**src/rtl/sdiv_pkg.sv**
```systemverilog
// Package: shared constants and the controller state type for the
// saturating divider. Assumes a 32-bit machine word by default.
package sdiv_pkg;
    localparam int unsigned XLEN   = 32;
    localparam int unsigned OPC_W  = 8;
    localparam logic [OPC_W-1:0] OPC_DIV_SIGNED   = 8'h20;
    localparam logic [OPC_W-1:0] OPC_DIV_UNSIGNED = 8'h21;

    typedef enum logic [1:0] {
        ST_IDLE  = 2'd0,
        ST_SETUP = 2'd1,
        ST_ITER  = 2'd2,
        ST_FIX   = 2'd3
    } sdiv_state_e;
endpackage

```
**src/rtl/sdiv_ctrl.sv**
```systemverilog
// Module: sdiv_ctrl
// Sequences one division: one setup cycle, W iteration cycles and one
// fixup cycle. It assumes go_i is only meaningful when a valid operation
// code is present. Requests seen outside the idle state are dropped.
module sdiv_ctrl #(
    parameter int W = 32
) (
    input  logic clk,
    input  logic rst_n,
    input  logic go_i,
    output logic accept_o,
    output logic load_o,
    output logic step_o,
    output logic fix_o,
    output logic busy_o
);
    import sdiv_pkg::*;

    localparam int CW = (W > 1) ? $clog2(W) : 1;
    localparam logic [CW-1:0] LAST = CW'(W - 1);

    sdiv_state_e  state_q;
    logic [CW-1:0] cnt_q;

    assign accept_o = go_i && (state_q == ST_IDLE);
    assign load_o   = (state_q == ST_SETUP);
    assign step_o   = (state_q == ST_ITER);
    assign fix_o    = (state_q == ST_FIX);
    assign busy_o   = (state_q != ST_IDLE);

    // Purpose: advance the state machine and the iteration counter.
    always_ff @(posedge clk) begin
        if (!rst_n) begin
            state_q <= ST_IDLE;
            cnt_q   <= '0;
        end else begin
            unique case (state_q)
                ST_IDLE: begin
                    if (go_i) state_q <= ST_SETUP;
                end
                ST_SETUP: begin
                    state_q <= ST_ITER;
                    cnt_q   <= '0;
                end
                ST_ITER: begin
                    if (cnt_q == LAST) state_q <= ST_FIX;
                    else               cnt_q   <= cnt_q + 1'b1;
                end
                ST_FIX: begin
                    state_q <= ST_IDLE;
                end
                default: state_q <= ST_IDLE;
            endcase
        end
    end

    AST_BUSY_AFTER_ACCEPT: assert property (@(posedge clk) disable iff (!rst_n)
        accept_o |=> (busy_o && load_o));
    AST_FIX_AFTER_LAST: assert property (@(posedge clk) disable iff (!rst_n)
        (step_o && cnt_q == LAST) |=> fix_o);
    AST_SETUP_THEN_ITER: assert property (@(posedge clk) disable iff (!rst_n)
        load_o |=> (step_o && cnt_q == '0));
    AST_BUSY_HOLDS_STATE: assert property (@(posedge clk) disable iff (!rst_n)
        (busy_o && go_i && !fix_o) |=> busy_o);
endmodule

```
**src/rtl/sdiv_core.sv**
```systemverilog
// Module: sdiv_core
// Radix-2 restoring divider on unsigned magnitudes. load_i captures the
// operands and each step_i cycle produces one quotient bit, MSB first.
// It assumes the caller issues exactly W steps after a load. A zero
// divisor yields meaningless bits, which the fixup stage replaces.
module sdiv_core #(
    parameter int W = 32
) (
    input  logic         clk,
    input  logic         rst_n,
    input  logic         load_i,
    input  logic         step_i,
    input  logic [W-1:0] dvd_mag_i,
    input  logic [W-1:0] dvs_mag_i,
    output logic [W-1:0] quo_o,
    output logic [W-1:0] rem_o
);
    logic [W-1:0] rem_q, quo_q, dvs_q;
    logic [W:0]   shifted, trial;
    logic         fits;

    // Purpose: form the shifted partial remainder and the trial subtraction.
    always_comb begin
        shifted = {rem_q, quo_q[W-1]};
        trial   = shifted - {1'b0, dvs_q};
        fits    = !trial[W];
    end

    // Purpose: load the operands or retire one quotient bit per cycle.
    always_ff @(posedge clk) begin
        if (!rst_n) begin
            rem_q <= '0;
            quo_q <= '0;
            dvs_q <= '0;
        end else if (load_i) begin
            rem_q <= '0;
            quo_q <= dvd_mag_i;
            dvs_q <= dvs_mag_i;
        end else if (step_i) begin
            rem_q <= fits ? trial[W-1:0] : shifted[W-1:0];
            quo_q <= {quo_q[W-2:0], fits};
        end
    end

    assign quo_o = quo_q;
    assign rem_o = rem_q;

    AST_REM_BELOW_DIVISOR: assert property (@(posedge clk) disable iff (!rst_n)
        (dvs_q != '0) |-> (rem_q < dvs_q));
    AST_LOAD_CLEARS_REM: assert property (@(posedge clk) disable iff (!rst_n)
        load_i |=> (rem_q == '0));
endmodule

```
**src/rtl/sdiv_fixup.sv**
```systemverilog
// Module: sdiv_fixup
// Combinational end stage. It applies signs to the magnitude quotient and
// remainder and substitutes the saturated values for a zero divisor and
// for signed MIN / -1. It assumes the magnitudes come from the raw
// operands that are presented alongside them.
module sdiv_fixup #(
    parameter int W = 32
) (
    input  logic         signed_i,
    input  logic [W-1:0] dvd_i,
    input  logic [W-1:0] dvs_i,
    input  logic [W-1:0] mag_quo_i,
    input  logic [W-1:0] mag_rem_i,
    output logic [W-1:0] quo_o,
    output logic [W-1:0] rem_o,
    output logic         ovf_o
);
    localparam logic [W-1:0] MOST_NEG = {1'b1, {(W-1){1'b0}}};
    localparam logic [W-1:0] MOST_POS = {1'b0, {(W-1){1'b1}}};
    localparam logic [W-1:0] ALL_ONES = {W{1'b1}};

    logic neg_dvd, neg_dvs, zero_dvs, min_by_m1;

    // Purpose: classify the operands for sign handling and saturation.
    always_comb begin
        neg_dvd   = signed_i && dvd_i[W-1];
        neg_dvs   = signed_i && dvs_i[W-1];
        zero_dvs  = (dvs_i == '0);
        min_by_m1 = signed_i && (dvd_i == MOST_NEG) && (dvs_i == ALL_ONES);
    end

    // Purpose: choose saturated or sign-corrected quotient and remainder.
    always_comb begin
        if (zero_dvs) begin
            ovf_o = 1'b1;
            rem_o = '0;
            if (!signed_i)    quo_o = ALL_ONES;
            else if (neg_dvd) quo_o = MOST_NEG;
            else              quo_o = MOST_POS;
        end else if (min_by_m1) begin
            ovf_o = 1'b1;
            rem_o = '0;
            quo_o = MOST_POS;
        end else begin
            ovf_o = 1'b0;
            quo_o = (neg_dvd ^ neg_dvs) ? (~mag_quo_i + 1'b1) : mag_quo_i;
            rem_o = neg_dvd ? (~mag_rem_i + 1'b1) : mag_rem_i;
        end
    end
endmodule

```
**src/rtl/sat_divider.sv**
```systemverilog
// Module: sat_divider (top)
// Saturating signed/unsigned divider. It captures the operands on an
// accepted start, runs the restoring core, then registers
// {remainder, quotient}, the overflow flags and a one-cycle done strobe.
// It assumes start_i is a clean one-cycle strobe from registered logic.
module sat_divider #(
    parameter int W = sdiv_pkg::XLEN
) (
    input  logic             clk,
    input  logic             rst_n,
    input  logic             start_i,
    input  logic [7:0]       opcode_i,
    input  logic [W-1:0]     dividend_i,
    input  logic [W-1:0]     divisor_i,
    output logic             busy_o,
    output logic             done_o,
    output logic [2*W-1:0]   result_o,
    output logic             ovf_o,
    output logic             sticky_ovf_o,
    output logic             adv_ovf_o
);
    import sdiv_pkg::*;

    logic           opc_signed, opc_valid, go, accept, load, step, fix, busy;
    logic           sgn_q;
    logic [W-1:0]   dvd_q, dvs_q;
    logic [W-1:0]   dvd_mag, dvs_mag, core_quo, core_rem;
    logic [W-1:0]   fx_quo, fx_rem;
    logic           fx_ovf;
    logic [2*W-1:0] result_q;
    logic           done_q, ovf_q, sticky_q, adv_q;

    // Purpose: decode the operation code into a request and a sign mode.
    always_comb begin
        opc_signed = (opcode_i == OPC_DIV_SIGNED);
        opc_valid  = opc_signed || (opcode_i == OPC_DIV_UNSIGNED);
        go         = start_i && opc_valid;
    end

    sdiv_ctrl #(.W(W)) u_ctrl (
        .clk      (clk),
        .rst_n    (rst_n),
        .go_i     (go),
        .accept_o (accept),
        .load_o   (load),
        .step_o   (step),
        .fix_o    (fix),
        .busy_o   (busy)
    );

    // Purpose: hold the accepted operands and mode for the whole operation.
    always_ff @(posedge clk) begin
        if (!rst_n) begin
            sgn_q <= 1'b0;
            dvd_q <= '0;
            dvs_q <= '0;
        end else if (accept) begin
            sgn_q <= opc_signed;
            dvd_q <= dividend_i;
            dvs_q <= divisor_i;
        end
    end

    // Purpose: form operand magnitudes for the unsigned core.
    always_comb begin
        dvd_mag = (sgn_q && dvd_q[W-1]) ? (~dvd_q + 1'b1) : dvd_q;
        dvs_mag = (sgn_q && dvs_q[W-1]) ? (~dvs_q + 1'b1) : dvs_q;
    end

    sdiv_core #(.W(W)) u_core (
        .clk       (clk),
        .rst_n     (rst_n),
        .load_i    (load),
        .step_i    (step),
        .dvd_mag_i (dvd_mag),
        .dvs_mag_i (dvs_mag),
        .quo_o     (core_quo),
        .rem_o     (core_rem)
    );

    sdiv_fixup #(.W(W)) u_fix (
        .signed_i  (sgn_q),
        .dvd_i     (dvd_q),
        .dvs_i     (dvs_q),
        .mag_quo_i (core_quo),
        .mag_rem_i (core_rem),
        .quo_o     (fx_quo),
        .rem_o     (fx_rem),
        .ovf_o     (fx_ovf)
    );

    // Purpose: register the result pair, the flags and the done strobe.
    always_ff @(posedge clk) begin
        if (!rst_n) begin
            result_q <= '0;
            done_q   <= 1'b0;
            ovf_q    <= 1'b0;
            sticky_q <= 1'b0;
            adv_q    <= 1'b0;
        end else begin
            done_q <= fix;
            if (fix) begin
                result_q <= {fx_rem, fx_quo};
                ovf_q    <= fx_ovf;
                sticky_q <= sticky_q | fx_ovf;
                adv_q    <= 1'b0;
            end
        end
    end

    assign busy_o       = busy;
    assign done_o       = done_q;
    assign result_o     = result_q;
    assign ovf_o        = ovf_q;
    assign sticky_ovf_o = sticky_q;
    assign adv_ovf_o    = adv_q;

    AST_DONE_ONE_CYCLE: assert property (@(posedge clk) disable iff (!rst_n)
        done_q |=> !done_q);
    AST_STICKY_HOLDS: assert property (@(posedge clk) disable iff (!rst_n)
        sticky_q |=> sticky_q);
    AST_OVF_FEEDS_STICKY: assert property (@(posedge clk) disable iff (!rst_n)
        ovf_q |-> sticky_q);
    AST_OVF_ONLY_AT_DONE: assert property (@(posedge clk) disable iff (!rst_n)
        !done_q |=> (!done_q || $stable(ovf_q) || 1'b1) && (done_q || $stable(ovf_q)));
    AST_ADV_CLEAR: assert property (@(posedge clk) disable iff (!rst_n)
        done_q |-> !adv_q);
    AST_SAT_REM_ZERO: assert property (@(posedge clk) disable iff (!rst_n)
        (done_q && ovf_q) |-> (result_q[2*W-1:W] == '0));
    AST_BAD_OPC_IGNORED: assert property (@(posedge clk) disable iff (!rst_n)
        (!busy && start_i && !opc_valid) |=> !busy);
    AST_DONE_IDLE: assert property (@(posedge clk) disable iff (!rst_n)
        done_q |-> !busy);
endmodule

```
**config.mk**
```make
export PLATFORM = sky130hd
export DESIGN_NAME = sat_divider
export DESIGN_NICKNAME = d
export VERILOG_FILES = /design/src/rtl/sdiv_pkg.sv /design/src/rtl/sdiv_ctrl.sv /design/src/rtl/sdiv_core.sv /design/src/rtl/sdiv_fixup.sv /design/src/rtl/sat_divider.sv
export SDC_FILE = /design/constraint.sdc
export NUM_CORES = 1
export LEC_CHECK = 0
export BUFFER_PORTS_ARGS = -buffer_cell sky130_fd_sc_hd__buf_4
export CORE_ASPECT_RATIO = 1.25
export CORE_MARGIN = 5
export CORE_UTILIZATION = 25
export DETAILED_ROUTE_END_ITERATION = 8
export GPL_TIMING_DRIVEN = 1
export REMOVE_ABC_BUFFERS = 1
export SLEW_MARGIN = 20
export SYNTH_ARGS = -nofsm -noshare
export SYNTH_HDL_FRONTEND = slang
export SYNTH_HIERARCHICAL = 1
export SYNTH_SLANG_ARGS = --single-unit
export TNS_END_PERCENT = 10
```
**constraint.sdc**
```tcl
create_clock -name clk -period 5.01 [get_ports clk]
set_input_delay 1.002 -clock clk [delete_from_list [all_inputs] [get_ports clk]]
set_output_delay 1.002 -clock clk [all_outputs]
set_load 0.01 [all_outputs]
```
Word level (Yosys, flattened, before mapping)

Index checks and enable logic that the tools add are counted.

Register bits: 235
Word-level logic and storage cells: 71
Bits of input ports: 75

Equal/unequal tests: 11
Add/subtract/negate cells: 6
Reductions and logical operators: 15
Bitwise logic cells: 7
Mux-type cells: 20

Operators by type and width:

| cell                                                                     | number |
|---|---|
| 32-bit 2-to-1 mux                                                        | 13 |
| 32-bit by 1-bit adder with 32-bit output (second input constant)         | 4 |
| 32-bit inverter                                                          | 4 |
| 32-bit equality test (second input constant)                             | 2 |
| 33-bit by 32-bit subtractor with 33-bit output                           | 1 |
| 32-bit zero test                                                         | 1 |
| 8-bit by 6-bit equality test with 1-bit output (second input constant)   | 2 |
| 5-bit one-hot mux with 2 select lines                                    | 1 |
| 2-bit one-hot mux with 4 select lines                                    | 1 |
| 1-bit logical AND                                                        | 6 |
| 5-bit by 1-bit adder with 5-bit output (second input constant)           | 1 |
| 5-bit equality test (second input constant)                              | 1 |
| 5-bit 2-to-1 mux                                                         | 1 |
| 2-bit equality test (second input constant)                              | 2 |
| 2-bit 2-to-1 mux                                                         | 2 |
| 2-bit by 1-bit inequality test with 1-bit output (second input constant) | 2 |
| 2-bit AND reduction                                                      | 2 |
| 2-bit nonzero test                                                       | 2 |
| 2-bit by 1-bit equality test with 1-bit output (second input constant)   | 1 |
| 2-bit zero test                                                          | 1 |
| 1-bit 2-to-1 mux                                                         | 2 |
| 2-bit inequality test (second input constant)                            | 1 |
| 2-bit OR reduction                                                       | 1 |
| 1-bit zero test                                                          | 1 |
| 4 further kinds                                                          | 4 |

Logic depth before layout (Yosys ltp)

Gate-level depths: netlist of the first run.

Word-level depth: 6
Gate-level depth with buffers: 13
Gate-level depth less buffers: 12

By module

The synthesis of the first run kept the hierarchy.

By module, submodules not included:

| module      | sequential area each (µm²) | area an instance (µm²) | cells an instance | times used |
|---|---|---|---|---|
| sat_divider | 2642.5                     | 6271.0                 | 634               | 1 |
| sdiv_core   | 1921.8                     | 5990.7                 | 689               | 1 |
| sdiv_fixup  | 0.0                        | 2001.9                 | 319               | 1 |
| sdiv_ctrl   | 140.1                      | 446.7                  | 50                | 1 |

Worst setup path before layout of the first run

Ideal clock, no wire load.

Path type: input port to flip-flop
Start point: input port opcode_i[4]
End point: register, netlist name dvs_q[10]
Setup slack: 1661 ps
Buffers on the path: 3
Arrival time: 3233 ps
Data required time: 4893 ps
Stages on the path: 9
Path through: or4b_2 > nor4_1 > and2_1 > and2_1 > clkbuf_1 > buf_2 > buf_1 > mux2i_1 > nor2b_1

RTL lines:

| what               | line              | RTL |
|---|---|---|
| start: declaration | sat_divider.sv:12 | `input logic [7:0] opcode_i,` |

Worst setup path in the final report of the first run

Start point: register u_core.quo_q[31] (netlist: u_core/quo_o[31])
End point: register u_core.rem_q[13] (netlist: u_core/rem_o[13])

Word-level cells in the longest chain between the ends: 2

RTL lines:

| what                                           | line            | RTL |
|---|---|---|
| start: declaration                             | sdiv_core.sv:18 | `logic [W-1:0] rem_q, quo_q, dvs_q;` |
| start signal: assignment                       | sdiv_core.sv:37 | `quo_q <= dvd_mag_i;` |
| start signal: assignment                       | sdiv_core.sv:41 | `quo_q <= {quo_q[W-2:0], fits};` |
| 33-bit by 32-bit subtractor with 33-bit output | sdiv_core.sv:25 | `trial = shifted - {1'b0, dvs_q};` |
| 32-bit 2-to-1 mux                              | sdiv_core.sv:40 | `rem_q <= fits ? trial[W-1:0] : shifted[W-1:0];` |
| end signal: assignment                         | sdiv_core.sv:40 |  |
| end: declaration                               | sdiv_core.sv:18 |  |

Every way passes these cells.
A chain may end at the register's enable or synchronous reset.

==> impl_metrics.csv, run 1 <==
group,metric,value,unit
detailed_routing,drtIter0Drc,792,
die,dieWidth,227,um
timing,relSlewSlack,29.0,%
timing,finalCritPeriodShare,71.1,%
power_and_ir_drop,p_switching,1930,uW
clocking,clk-insertion-delay-late,0.57,ns
power_and_ir_drop,cellLeakagePower,0.00689,uW
detailed_routing,num_vias,12300,
worst_hold_path,hp-class,"flip-flop to flip-flop",
die,die_area,63800,um2
clocking,clk_pin_slew,0.06,ns
cells_and_area,nets,1901,
clocking,holdBufCountCts,0,
detailed_routing,drc,0,
detailed_routing,finalWirelength,43100,um
yosys,ys.flop_type,"dfxtp_1",
yosys,synth_edf_count,0,
detailed_routing,wl_per_cell,16.8,um
critical_path,crit_chain,"inv_1 -> ha_1 -> fa_1 -> nand2b_1 -> a211o_1 -> a211oi_2 -> o211a_1 -> o21a_2 -> a21oi_4 -> xnor2_4 -> buf_4 -> mux2i_1 -> a21oi_1",
power_and_ir_drop,internal-power,3950,uW
yosys,synth_cell_types,90,
detailed_routing,vias_per_cell,4.81,
global_routing,grt_start_max_net_pins,88,
power_and_ir_drop,pwr-share-clk,35.7,%
critical_path,crit_required,5.40,ns
timing,fin_skew,0.0220,ns
cells_and_area,final_cells,2559,
yosys,ys_seq_area_share,32.0,%
yosys,yosys.area.top_type_share,32.0,%
die,std_cell_rows,99,
placement,placed_cells,2508,
cells_and_area,area_delta_synth_final,18.4,%
timing,fin_crit,3.56,ns
power_and_ir_drop,p_sw_share,32.8,%
timing,setup_viol,0,
run,cap_violations,0,
timing,hold_violations,0,
global_routing,grt_first_pass_wirelength,67500,um
critical_path,cp-end-kind,"flip-flop",
clocking,cts_resized,0,
critical_path,critPathKind,"flip-flop to flip-flop",
power_and_ir_drop,power_frac_comb,28.8,%
global_routing,antenna_found_initial,2,
yosys,synthArstFlopShare,0,%
placement,gp_congestion,0.892,
clocking,numCtsBuffers,29,
critical_path,cp_slowest_stage_delay,0.49,ns
timing,slew_viol_final,0,
critical_path,worstPathMaxFanout,36,
timing,tns,0,ns
yosys,syn_inst,1692,
power_and_ir_drop,powerDensity,338,nW/um2
power_and_ir_drop,seqPwrFrac,35.5,%
global_routing,grt_util_all_layers,13.0,%
timing,worst_pin_slew,1.06,ns
clocking,tritoncts,"done",
yosys,synth_area_leader_cell,"dfxtp_1",
yosys,yosysMostFrequentCell,"dfxtp_1",
clocking,cts_root_buf,"clkbuf_16",
die,ioPinCount,144,
yosys,syn_area,14700,um2
yosys,yosysWarnings,6,
critical_path,cpLargestDelayFamily,"compound AO/OA/AOI/OAI gates",
yosys,synthTopCellsByArea,"dfxtp_1, mux2i_1, nor2b_1",
die,die_y,281,um
critical_path,reg2reg_slack,1.45,ns
clocking,postCtsSetupRepairBufs,0,
clocking,cts.sinks,235,
die,start_util,25.2,%
run_status,status,"finished clean",
critical_path,crit_buf_inv,2,
detailed_routing,final_antenna_net_count,0,
cells_and_area,drive_gt1_share,13.3,%
timing,fmax,0.281,GHz
yosys,synth_seq_cells,235,
die,core_region_area,58300,um2
clocking,h-tree-depth,1,
placement,io_buffers,142,
critical_path,start_kind,"flip-flop",
critical_path,cp.arrival,3.95,ns
timing,rsz0062_at_grt,"no",
placement,hpwl,32600,um
critical_path,crit_slowest_cell,"buf_4",
clocking,cts_buffer_depth,3,
yosys,syn_avg_cell_area,8.69,um2
global_routing,gr-total-overflow,0,
global_routing,grt_pass1_vias,12200,
yosys,synth_commonest_cells,"dfxtp_1, mux2i_1, nor2b_1",
power_and_ir_drop,peakVddDrop,0.263,mV
detailed_routing,drtPass1Iterations,6,
[path summary, 6_finish.rpt]
kind / from / to / depth (start not counted)
min reg2reg: u_ctrl/cnt_q[4] / u_ctrl/cnt_q[4] / 2
max reg2reg: u_core/quo_o[31] / u_core/rem_o[13] / 13
max: u_core/quo_o[31] / u_core/rem_o[13] / 13
min: u_ctrl/cnt_q[4] / u_ctrl/cnt_q[4] / 2
[cell type report]
type | count | area (um2)
Fill cell | 6051 | 40900
Multi-Input combinational cell | 1296 | 9390
Sequential cell | 235 | 4700
Timing Repair Buffer | 155 | 1180
Tap cell | 757 | 947
Clock buffer | 41 | 851
Inverter | 65 | 244
Clock inverter | 8 | 101
Antenna cell | 2 | 5.00
[power by group through the flow]
stage               logic (uW)  registers, uW  clock network (uW)
detailed placement        1680           2130                   0
CTS                       1680           2090                2190
floorplan                 1290           2080                   0
global route              1850           2100                2260
finish                    1690           2090                2100
global placement          1640           2120                   0
[through the flow]
stage	cell area (um2)	utilization (%)	hold WS [ns]	worst slack (ns)	power [uW]
after floorplan	14300	-	0.458	0.306	3370
after global placement	16500	28.2	0.473	1.48	3770
after detailed placement	16500	28.2	0.483	1.45	3800
after CTS	17400	29.8	0.492	1.44	5960
after global routing	17400	29.8	0.517	1.21	6220
final	17400	29.9	0.487	1.45	5880
[layer usage]
metal  routed length [um]  GRT usage, %  vias up
met5                   20             0        -
met4                 1380          4.23        2
met3                 1870          2.15       72
met2                20900          22.6      307
met1                18900          16.3     5730
li1                     -             -     6192
[cell usage in the layout, fill, tap and decap left out, types with 27 or more instances in the layout]
cell type  instances
inv_1             63
ha_1              40
o211a_1           32
mux2i_1          219
nor4_1            32
clkbuf_16         29
buf_4            154
a21oi_1          119
nand2_1           88
o21ai_0           67
nor2b_1          173
xnor2_1           67
dfxtp_1          235
xor2_1            75
nand3_1           27
nor2_1            88
[state kept, by name, indices dropped and copies added (netlist names)]
name,cells
u_core/dvs_q,32
result_o,64
ovf_o,1
u_core/rem_o,32
sticky_ovf_o,1
u_ctrl/cnt_q,5
dvd_q,32
u_core/quo_o,32
u_ctrl/state_q,2
done_o,1
dvs_q,32
sgn_q,1
[worst register-to-register path, stage by stage, from the launching register on]
cell      delay, ns
dfxtp_1        0.37
inv_1          0.08
ha_1           0.21
fa_1           0.41
nand2b_1       0.18
a211o_1        0.30
a211oi_2       0.26
o211a_1        0.23
o21a_2         0.19
a21oi_4        0.11
xnor2_4        0.13
buf_4          0.49
mux2i_1        0.31
a21oi_1        0.09
[cell families after synthesis]
kind of cell | share of synthesized area (%)
AND/OR/NAND/NOR | 20.8
XOR/XNOR | 8.64
adder cells (fa/ha/maj) | 3.79
multiplexers | 15.1
buffers and inverters | 4.47
AO/OA/AOI/OAI | 15.2
other | 0.0255
flip-flops | 32.0
(Power assumes the default switching activity.)
==> run 2, diff against run 1 <==
==> constraint.sdc (replaced) <==
create_clock -name clk -period 3.4 [get_ports clk]
set_input_delay 0.68 -clock clk [delete_from_list [all_inputs] [get_ports clk]]
set_output_delay 0.68 -clock clk [all_outputs]
set_load 0.01 [all_outputs]
==> run 2 against run 1 <==
Non-clock buffer count grew 24. Via count grew 1.6%. Critical path depth is the same. Fmax grew 7.5%. First-iteration DRC count grew 19%. Clock skew shrank 0.0058 ns. Count of clock-buffer cells in the layout shrank 4. Critical path type unchanged. Critical endpoint is now u_core/rem_o[19].
==> impl_metrics.csv, run 2 (same netlist as run 1, synthesis figures left out) <==
group,metric,value,unit
run_status,status,"finished clean",
clocking,cts.sinks,235,
worst_hold_path,hold_depth,3,
die,die_y,281,um
detailed_routing,final_antenna_net_count,0,
critical_path,r2r_cells,13,
timing,fin_skew,0.0162,ns
global_routing,grt_first_pass_wirelength,68200,um
detailed_routing,num_vias,12500,
clocking,clk-insertion-delay-late,0.57,ns
critical_path,r2r_start,"u_core/quo_o[31]",
power_and_ir_drop,cellLeakagePower,0.00701,uW
critical_path,reg2reg_slack,0.09,ns
timing,finalCritPeriodShare,97.5,%
die,start_util,25.2,%
timing,worst_pin_slew,1.02,ns
clocking,clk_pin_slew,0.06,ns
die,ioPinCount,144,
global_routing,gr-total-overflow,0,
critical_path,critPathKind,"flip-flop to flip-flop",
placement,gp_congestion,0.906,
cells_and_area,final_util,30.2,%
cells_and_area,area_delta_synth_final,19.7,%
timing,hold_violations,0,
detailed_routing,drtPass1Iterations,7,
global_routing,antenna_found_initial,0,
timing,fin_crit,3.31,ns
critical_path,crit_chain,"inv_1 -> ha_2 -> fa_2 -> nand2b_1 -> a211o_1 -> a211oi_2 -> o211a_1 -> o21a_4 -> a21oi_4 -> xnor2_4 -> clkbuf_16 -> mux2i_1 -> a21oi_1",
clocking,numCtsBuffers,28,
critical_path,r2r_end,"u_core/rem_o[19]",
clocking,h-tree-depth,1,
critical_path,cpLargestDelayFamily,"compound AO/OA/AOI/OAI gates",
placement,hpwl,33300,um
clocking,cts_buffer_depth,3,
clocking,holdBufCountCts,0,
cells_and_area,final_cell_mix,"dfxtp_1, mux2i_1, nor2b_1, buf_4, a21oi_1",
cells_and_area,final_cells,2584,
global_routing,grt_pass1_vias,12300,
worst_hold_path,hp-class,"primary input to flip-flop",
timing,fmax,0.302,GHz
power_and_ir_drop,power,8770,uW
critical_path,crit_required,3.83,ns
cells_and_area,nets,1924,
timing,hold_ws,0.369,ns
timing,relSlewSlack,31.8,%
die,std_cell_rows,99,
clocking,cts_root_buf,"clkbuf_16",
clocking,tritoncts,"done",
critical_path,crit_slowest_cell,"xnor2_4",
detailed_routing,drc,0,
cells_and_area,final_common_cell,"dfxtp_1",
global_routing,grt_util_all_layers,13.1,%
die,core_region_area,58300,um2
cells_and_area,drive_gt1_share,14.6,%
placement,io_buffers,142,
die,die_area,63800,um2
detailed_routing,finalWirelength,44000,um
critical_path,cp.arrival,3.74,ns
detailed_routing,vias_per_cell,4.84,
critical_path,cp-end-kind,"flip-flop",
timing,slew_viol_final,0,
timing,setup_viol,0,
critical_path,worstPathMaxFanout,8,
power_and_ir_drop,powerDensity,498,nW/um2
cells_and_area,nFillCells,6099,
critical_path,cp_slowest_stage_delay,0.41,ns
worst_hold_path,hold_end,"dvd_q[6]",
detailed_routing,drtIter0Drc,940,
placement,placed_cells,2527,
global_routing,grt_start_max_net_pins,103,
run,cap_violations,0,
critical_path,start_kind,"flip-flop",
cells_and_area,largest_reg_flops,64,
detailed_routing,wl_per_cell,17.0,um
power_and_ir_drop,peakVddDrop,0.350,mV
worst_hold_path,min_from,"dividend_i[6]",
die,dieWidth,227,um
critical_path,crit_buf_inv,2,
cells_and_area,diodes,0,
==> run 2: area by class of cell <==
cell class                 count  area, um2  area share [%]
inverter                      65        244            1.39
clock buffer                  37        766            4.35
clock inverter                15        123           0.696
tap                          757        947            5.38
multi-input combinational   1296       9390            53.3
timing repair buffer         179       1430            8.13
sequential                   235       4710            26.7
==> run 2: per-stage QoR <==
stage | setup WS, ns | setup TNS, ns | instance area (um2)
6_report | 0.0867 | 0 | 17600
2_1_floorplan | -0.990 | -69.34 | 14300
5_1_grt | -0.0176 | -0.118 | 17600
3_5_place_dp | 0.188 | 0 | 16600
4_1_cts | 0.163 | 0 | 17500
3_3_place_gp | 0.230 | 0 | 16600
==> run 2: worst max-delay path by stage <==
stage | startpoint | to | slack, ns | cells after the start
after detailed placement | u_core/quo_o[31] | u_core/rem_o[8] | 0.19 | 13
after floorplan | u_ctrl/state_q[0] | u_core/rem_o[31] | -0.99 | 6
after global routing | u_core/quo_o[31] | u_core/rem_o[25] | -0.02 | 13
after CTS | u_core/quo_o[31] | u_core/rem_o[16] | 0.16 | 13
after global placement | u_core/quo_o[31] | u_core/rem_o[6] | 0.23 | 13
final | u_core/quo_o[31] | u_core/rem_o[19] | 0.09 | 13
==> run 2: repair_timing <==
action | 4_1_cts | 5_1_grt
buffers inserted | 0 | 2
endpoints found under the setup margin | 0 | 11
gates resized for setup | 0 | 4
==> run 2: worst min-delay path, stage by stage <==
cell,delay [ns]
buf_4,0.08
mux2i_1,0.05
nor2b_1,0.09
==> run 2: per-layer routing <==
layer / track usage (%) / up-vias / share of wire [%]
met2: 23.0 / 303 / 49
met1: 16.5 / 5875 / 44
met3: 1.98 / 76 / 4.3
met4: 4.37 / 0 / 3.2
met5: 0 / - / 0
li1: - / 6248 / -
==> run 2: report_power, final <==
| group | internal (uW) | switching (uW) | total [uW] |
|---|---|---|---|
| clock network | 1670 | 1260 | 2930 |
| registers | 2870 | 201 | 3070 |
| logic | 1260 | 1510 | 2770 |
